--- src/rtl/dma_regs_pkg.sv ---
package dma_regs_pkg;
  localparam int unsigned DEF_NUM_CH = 4;
  localparam int unsigned DEF_BYTE_W = 8;

  // Low byte about to wrap in the stepping direction.
  function automatic logic low_wraps(input logic [DEF_BYTE_W-1:0] lo, input logic dec);
    return dec ? (lo == '0) : (lo == '1);
  endfunction
endpackage

--- src/rtl/dma_byte_ptr.sv ---
module dma_byte_ptr (
  input  logic clk_i,
  input  logic rst_ni,
  input  logic clr_i,
  input  logic toggle_i,
  output logic ptr_o
);
  logic ptr_q;

  always_ff @(posedge clk_i or negedge rst_ni) begin
    if (!rst_ni)       ptr_q <= 1'b0;
    else if (clr_i)    ptr_q <= 1'b0;
    else if (toggle_i) ptr_q <= ~ptr_q;
  end

  assign ptr_o = ptr_q;


  ptr_clr_chk: assert property (@(posedge clk_i) disable iff (!rst_ni)
    clr_i |=> !ptr_o);


  ptr_toggle_chk: assert property (@(posedge clk_i) disable iff (!rst_ni)
    (toggle_i && !clr_i) |=> (ptr_o != $past(ptr_o)));
endmodule

--- src/rtl/dma_chan_regs.sv ---
module dma_chan_regs #(
  parameter int unsigned BYTE_W = 8,
  localparam int unsigned REG_W = 2 * BYTE_W
) (
  input  logic              clk_i,
  input  logic              rst_ni,
  input  logic              wr_lo_i,
  input  logic              wr_hi_i,
  input  logic              sel_cnt_i,
  input  logic [BYTE_W-1:0] wdata_i,
  input  logic              step_i,
  input  logic              dec_i,
  input  logic              hold_i,
  input  logic              reload_i,
  output logic [REG_W-1:0]  cur_addr_o,
  output logic [REG_W-1:0]  cur_cnt_o
);
  logic [REG_W-1:0] base_addr_q, base_cnt_q, cur_addr_q, cur_cnt_q;
  logic             wr;

  assign wr = wr_lo_i | wr_hi_i;

  always_ff @(posedge clk_i or negedge rst_ni) begin
    if (!rst_ni) begin
      base_addr_q <= '0;
      base_cnt_q  <= '0;
      cur_addr_q  <= '0;
      cur_cnt_q   <= '0;
    end else if (wr) begin
      if (sel_cnt_i) begin
        if (wr_hi_i) begin
          base_cnt_q[REG_W-1:BYTE_W] <= wdata_i;
          cur_cnt_q[REG_W-1:BYTE_W]  <= wdata_i;
        end else begin
          base_cnt_q[BYTE_W-1:0] <= wdata_i;
          cur_cnt_q[BYTE_W-1:0]  <= wdata_i;
        end
      end else begin
        if (wr_hi_i) begin
          base_addr_q[REG_W-1:BYTE_W] <= wdata_i;
          cur_addr_q[REG_W-1:BYTE_W]  <= wdata_i;
        end else begin
          base_addr_q[BYTE_W-1:0] <= wdata_i;
          cur_addr_q[BYTE_W-1:0]  <= wdata_i;
        end
      end
    end else if (reload_i) begin
      cur_addr_q <= base_addr_q;
      cur_cnt_q  <= base_cnt_q;
    end else if (step_i) begin
      cur_cnt_q <= cur_cnt_q - 1'b1;
      if (!hold_i) cur_addr_q <= dec_i ? cur_addr_q - 1'b1 : cur_addr_q + 1'b1;
    end
  end

  assign cur_addr_o = cur_addr_q;
  assign cur_cnt_o  = cur_cnt_q;


  cnt_step_chk: assert property (@(posedge clk_i) disable iff (!rst_ni)
    (step_i && !wr && !reload_i) |=> (cur_cnt_q == $past(cur_cnt_q) - 1'b1));


  reload_chk: assert property (@(posedge clk_i) disable iff (!rst_ni)
    (reload_i && !wr) |=> (cur_addr_q == base_addr_q && cur_cnt_q == base_cnt_q));


  hold_addr_chk: assert property (@(posedge clk_i) disable iff (!rst_ni)
    (step_i && hold_i && !wr && !reload_i) |=> $stable(cur_addr_q));
endmodule

--- src/rtl/dma_addr_count_regs.sv ---
module dma_addr_count_regs #(
  parameter int unsigned NUM_CH = dma_regs_pkg::DEF_NUM_CH,
  parameter int unsigned BYTE_W = dma_regs_pkg::DEF_BYTE_W,
  localparam int unsigned REG_W = 2 * BYTE_W,
  localparam int unsigned CH_W  = $clog2(NUM_CH)
) (
  input  logic              clk_i,
  input  logic              rst_ni,
  input  logic              host_we_i,
  input  logic              host_re_i,
  input  logic [CH_W-1:0]   host_ch_i,
  input  logic              host_sel_cnt_i,
  input  logic [BYTE_W-1:0] host_wdata_i,
  output logic [BYTE_W-1:0] host_rdata_o,
  input  logic              ptr_clr_i,
  input  logic              mclr_i,
  input  logic              step_i,
  input  logic [CH_W-1:0]   act_ch_i,
  input  logic              addr_dec_i,
  input  logic              fix_src_i,
  input  logic              mem2mem_i,
  input  logic              autoinit_i,
  input  logic              eop_i,
  output logic [REG_W-1:0]  cur_addr_o,
  output logic              tc_o,
  output logic              carry_o
);
  logic             ptr;
  logic             step_eff, hold_act, end_evt;
  logic [REG_W-1:0] addr_q [NUM_CH];
  logic [REG_W-1:0] cnt_q  [NUM_CH];
  logic [REG_W-1:0] host_word;

  dma_byte_ptr i_ptr (
    .clk_i   (clk_i),
    .rst_ni  (rst_ni),
    .clr_i   (ptr_clr_i | mclr_i),
    .toggle_i(host_we_i | host_re_i),
    .ptr_o   (ptr)
  );

  // Host write on the serviced channel suppresses that cycle's step.
  assign step_eff = step_i && !(host_we_i && host_ch_i == act_ch_i);
  assign hold_act = (act_ch_i == '0) && mem2mem_i && fix_src_i;
  assign tc_o     = step_eff && (cnt_q[act_ch_i] == '0);
  assign end_evt  = tc_o || (eop_i && !(host_we_i && host_ch_i == act_ch_i));
  assign carry_o  = step_eff && !hold_act &&
                    dma_regs_pkg::low_wraps(addr_q[act_ch_i][BYTE_W-1:0], addr_dec_i);

  for (genvar c = 0; c < NUM_CH; c++) begin : g_ch
    logic sel_h, act_c, hold_c;
    assign sel_h = host_we_i && (host_ch_i == CH_W'(c));
    assign act_c = (act_ch_i == CH_W'(c));
    if (c == 0) begin : g_hold
      assign hold_c = mem2mem_i && fix_src_i;
    end else begin : g_nohold
      assign hold_c = 1'b0;
    end

    dma_chan_regs #(.BYTE_W(BYTE_W)) i_chan (
      .clk_i     (clk_i),
      .rst_ni    (rst_ni),
      .wr_lo_i   (sel_h && !ptr),
      .wr_hi_i   (sel_h && ptr),
      .sel_cnt_i (host_sel_cnt_i),
      .wdata_i   (host_wdata_i),
      .step_i    (step_eff && act_c),
      .dec_i     (addr_dec_i),
      .hold_i    (hold_c),
      .reload_i  (act_c && autoinit_i && end_evt),
      .cur_addr_o(addr_q[c]),
      .cur_cnt_o (cnt_q[c])
    );
  end

  assign host_word    = host_sel_cnt_i ? cnt_q[host_ch_i] : addr_q[host_ch_i];
  assign host_rdata_o = ptr ? host_word[REG_W-1:BYTE_W] : host_word[BYTE_W-1:0];
  assign cur_addr_o   = addr_q[act_ch_i];


  tc_wrap_chk: assert property (@(posedge clk_i) disable iff (!rst_ni)
    (tc_o && !autoinit_i) |=> (cnt_q[$past(act_ch_i)] == '1));


  carry_hi_chk: assert property (@(posedge clk_i) disable iff (!rst_ni)
    (carry_o && !autoinit_i) |=>
      (addr_q[$past(act_ch_i)][REG_W-1:BYTE_W] != $past(cur_addr_o[REG_W-1:BYTE_W])));


  wr_wins_chk: assert property (@(posedge clk_i) disable iff (!rst_ni)
    (step_i && host_we_i && host_ch_i == act_ch_i) |-> !tc_o && !carry_o);
endmodule

--- config.mk ---
export PLATFORM = sky130hd
export DESIGN_NAME = dma_addr_count_regs
export DESIGN_NICKNAME = d
export VERILOG_FILES = /design/src/rtl/dma_regs_pkg.sv /design/src/rtl/dma_byte_ptr.sv /design/src/rtl/dma_chan_regs.sv /design/src/rtl/dma_addr_count_regs.sv
export SDC_FILE = /design/constraint.sdc
export NUM_CORES = 1
export LEC_CHECK = 0
export BUFFER_PORTS_ARGS = -buffer_cell sky130_fd_sc_hd__buf_2
export CAP_MARGIN = 20
export CORE_MARGIN = 2
export CORE_UTILIZATION = 65
export DETAILED_ROUTE_END_ITERATION = 16
export GPL_ROUTABILITY_DRIVEN = 1
export PLACE_DENSITY_LB_ADDON = 0.25
export SYNTH_ARGS = -nofsm -noshare
export SYNTH_HDL_FRONTEND = slang
export SYNTH_SLANG_ARGS = --single-unit
--- constraint.sdc ---
create_clock -name clk_i -period 7.9 [get_ports clk_i]
set_clock_uncertainty 0.15 [all_clocks]
set_input_delay 1.58 -clock clk_i [delete_from_list [all_inputs] [get_ports clk_i]]
set_output_delay 1.58 -clock clk_i [all_outputs]
set_load 0.1 [all_outputs]
==> summary.md <==
| Metric | Value |
|---|---|
| Fin. max-slew vios | `0` |
| Sink Count | `approximately 260` |
| Synthesized flop and latch total | `257` |
| Fin Setup TNS | `0 ns` |
| Post-synthesis cell type count | `75` |
| Boundary Pins | `51` |
| Yosys Warn Count | `0` |
| Largest family of logic cells by synthesized area | `compound AO/OA/AOI/OAI gates` |
| Crit path time final | `5.793 ns` |
| Synth Area in XOR/XNOR | `0.04630` |
| Crit-path max FO | `between 40 and 50` |
| Commonest non-fill, non-tap cell in the layout | `dfrtp_1` |
| CTS Root Cell | `clkbuf_16` |
| Die height | `165.8 um` |
| CP Class | `in2out` |
| Simple-Gate Fraction of Synth Area | `0.1512` |
| GRT overflow | `0` |
| Status | `finished, final reports clean` |
| Largest cells by area after synthesis | `dfrtp_1, mux2_2, mux4_2` |
| HPWL Detailed | `37260 um` |
| Layout overhead on the synthesized area | `7.856%` |
| Tot Pwr | `6.821 mW` |
| Core Region | `0.02591 mm2` |
| Sequential-to-total area share from yosys stat | `0.3777` |
| Detailed router's first-iteration violation count | `~2100` |
| Worst Path Required | `6.17 ns` |
| Initial antenna violation count | `2` |
| Min-Delay Path Class | `reg2reg` |
| Cell Pwr Density | `371.5 mW/mm2` |
| Least-Margin Pin Slew | `1.117 ns` |
| First-pass GRT wire length | `83370 um` |
| Mux cell area share after synthesis | `0.1633` |
| Setup crit end kind | `output pin` |
| Placed Area | `0.01739 mm2` |
| Adder-Cell Fraction of Synth Area | `0.04880` |
| Post-synth EDFFs | `0` |
| Antenna viol nets, final | `0` |
| CTS tree | `done` |
| Final non-filler cell area | `0.01836 mm2` |
| Via density | `7.146` |
| Layout cells sized above 1 | `0.1835` |
| Hold WS | `0.3535 ns` |
| Total GRT Usage | `0.3866` |
| Setup repair after global routing missed its margin | `no` |
| Final net count | `1834` |
| Register area | `~0.0064 mm2` |
| Maximum Capacitance Violations | `0` |
| CTS buffer count | `29` |
| Initial core utilization | `0.6571` |
| LEAKAGE | `7.651 nW` |
| Pin count of the biggest net entering global routing | `approximately 170` |
| Number of setup buffers added after CTS | `0` |
| Chip width | `165.8 um` |
| Post-layout util | `0.7087` |
| Clock Latency Late Sink | `roughly 0.56 ns` |
| GP Congestion | `1.051` |
| Reg clk slew, reported paths | `0.06 ns` |
| Hold Fails Final Rpt | `0` |
| Worst Path Arrival | `4.06 ns` |
| Tcrit/Tclk final | `0.7333` |
| Maximum vdd ir drop | `0.3693 mV` |
| Fillers | `1925` |
| Row cnt | `59` |
| IO Port Bufs | `50` |
| Compound-gate portion of the synthesized area | `0.1781` |
| Number of gates resized after cts | `0` |
| Fmax | `172.6 MHz` |
| Final WL | `53540 um` |
| Via count | `15040` |
| Clock buffer depth | `3` |
| Biggest area consumer among synthesized cells | `dfrtp_1` |
| Setup-failing EPs final | `0` |
| Synth Instances | `about 1800` |
| DRC Markers | `0` |
| Commonest non-fill, non-tap cells in the layout | `dfrtp_1, nor2_1, nand2_1, mux2_2, a31oi_1` |
| Top cell type's share of synthesized area | `0.3777` |
| Hold buffer count at cts | `0` |
| Slew headroom | `0.2554` |
| CP Launch Type | `primary input` |
| Syn Area/Cell | `~9.7 um2` |
| Commonest register cell after synthesis | `dfrtp_1` |
| Multi-input gate area | `0.01005 mm2` |
| TritonRoute pass-1 iters | `6` |
| H-tree Lvls | `1` |
| Drt wl/cell | `25.45 um` |
| Vias in the first global route | `14460` |
| Die ar. | `0.02750 mm2` |
| Async set-reset flop share out of synthesis | `1.000` |
| Synthesized area | `0.01703 mm2` |
| Synthesized Nets | `1839` |
worst max-delay path: stages:
cell,delay (ns)
buf_2,0.68
xor2_1,0.42
o31ai_4,0.21
nor3_4,0.51
and2_1,0.22
buf_2,0.43
path summary, 6_finish.rpt:
check	from	to	slack (ns)	depth (start not counted)
max	host_ch_i[1]	tc_o	2.11	6
min	g_ch[2].i_chan.base_addr_q[9]$_DFFE_PN0P_	g_ch[2].i_chan.base_addr_q[9]$_DFFE_PN0P_	0.35	1
max reg2reg	g_ch[3].i_chan.cur_cnt_o[8]$_DFFE_PN0P_	g_ch[3].i_chan.cur_addr_o[3]$_DFFE_PN0P_	4.05	9
min reg2reg	g_ch[2].i_chan.base_addr_q[9]$_DFFE_PN0P_	g_ch[2].i_chan.base_addr_q[9]$_DFFE_PN0P_	0.35	1
max in group asynchronous	rst_ni	g_ch[2].i_chan.base_addr_q[14]$_DFFE_PN0P_	5.38	2
min in group asynchronous	rst_ni	g_ch[0].i_chan.cur_addr_o[6]$_DFFE_PN0P_	0.85	1
kinds of logic (layout without fill, tap and decap cells):
family,Yosys count,after routing
buffers and inverters,137,153
other,0,3
muxes,192,192
and+or+nand+nor,565,565
AOI/OAI and AO/OA,445,445
adders and majority gates,64,64
DFF,257,257
xor gates and xnor gates,90,90
routing by layer:
layer	wire length [um]	part of all wire	global-route usage	vias up
met5	15	0.00028	0	-
met4	3117	0.058	0.2072	2
met3	6353	0.12	0.1006	227
met2	23770	0.44	0.5907	934
met1	20280	0.38	0.5097	7336
li1	-	-	-	6537
state kept, by name, indices dropped and copies added, names as in the netlist:
signal / count
g_ch.i_chan.base_addr_q: 64
g_ch.i_chan.base_cnt_q: 64
g_ch.i_chan.cur_cnt_o: 64
i_ptr.ptr_o: 1
g_ch.i_chan.cur_addr_o: 64
through the flow:
stage	std cells	worst slack, ns
after floorplan	1750	0.4353
after global placement	2042	2.037
after detailed placement	2042	1.937
after CTS	2094	1.923
after global routing	2101	1.984
final	2104	2.107
synth_stat cells, types with 11 or more instances:
master    number
nor2_1       206
nand3_1       19
nor2b_1       14
or3_1         19
o211ai_1      69
a21o_1        23
o22ai_1       11
mux4_2        56
nor3_1        46
inv_1         31
a21oi_1       61
nor4_1        13
xor2_1        31
clkbuf_1      71
ha_1          60
dfrtp_1      257
mux2_2       126
o31ai_1       35
buf_2         22
a31oi_1       72
a211oi_1      44
xnor2_1       59
o21ai_0       55
nand2_1      176
final cells by class:
| type | instances | share of cell area |
|---|---|---|
| antenna | 3 | 0.0004088 |
| clock buffer | 40 | 0.04395 |
| clock inverter | 12 | 0.005247 |
| inverter | 31 | 0.006337 |
| multi-input combinational | 1356 | 0.5473 |
| sequential | 257 | 0.3502 |
| tap | 335 | 0.02283 |
| timing repair buffer | 70 | 0.02371 |
where the power goes:
part | switching [mW] | internal, mW
Clock | 0.559 | 0.743
Combinational | 1.78 | 1.30
Sequential | 0.711 | 1.72
(Power assumes the default switching activity.)
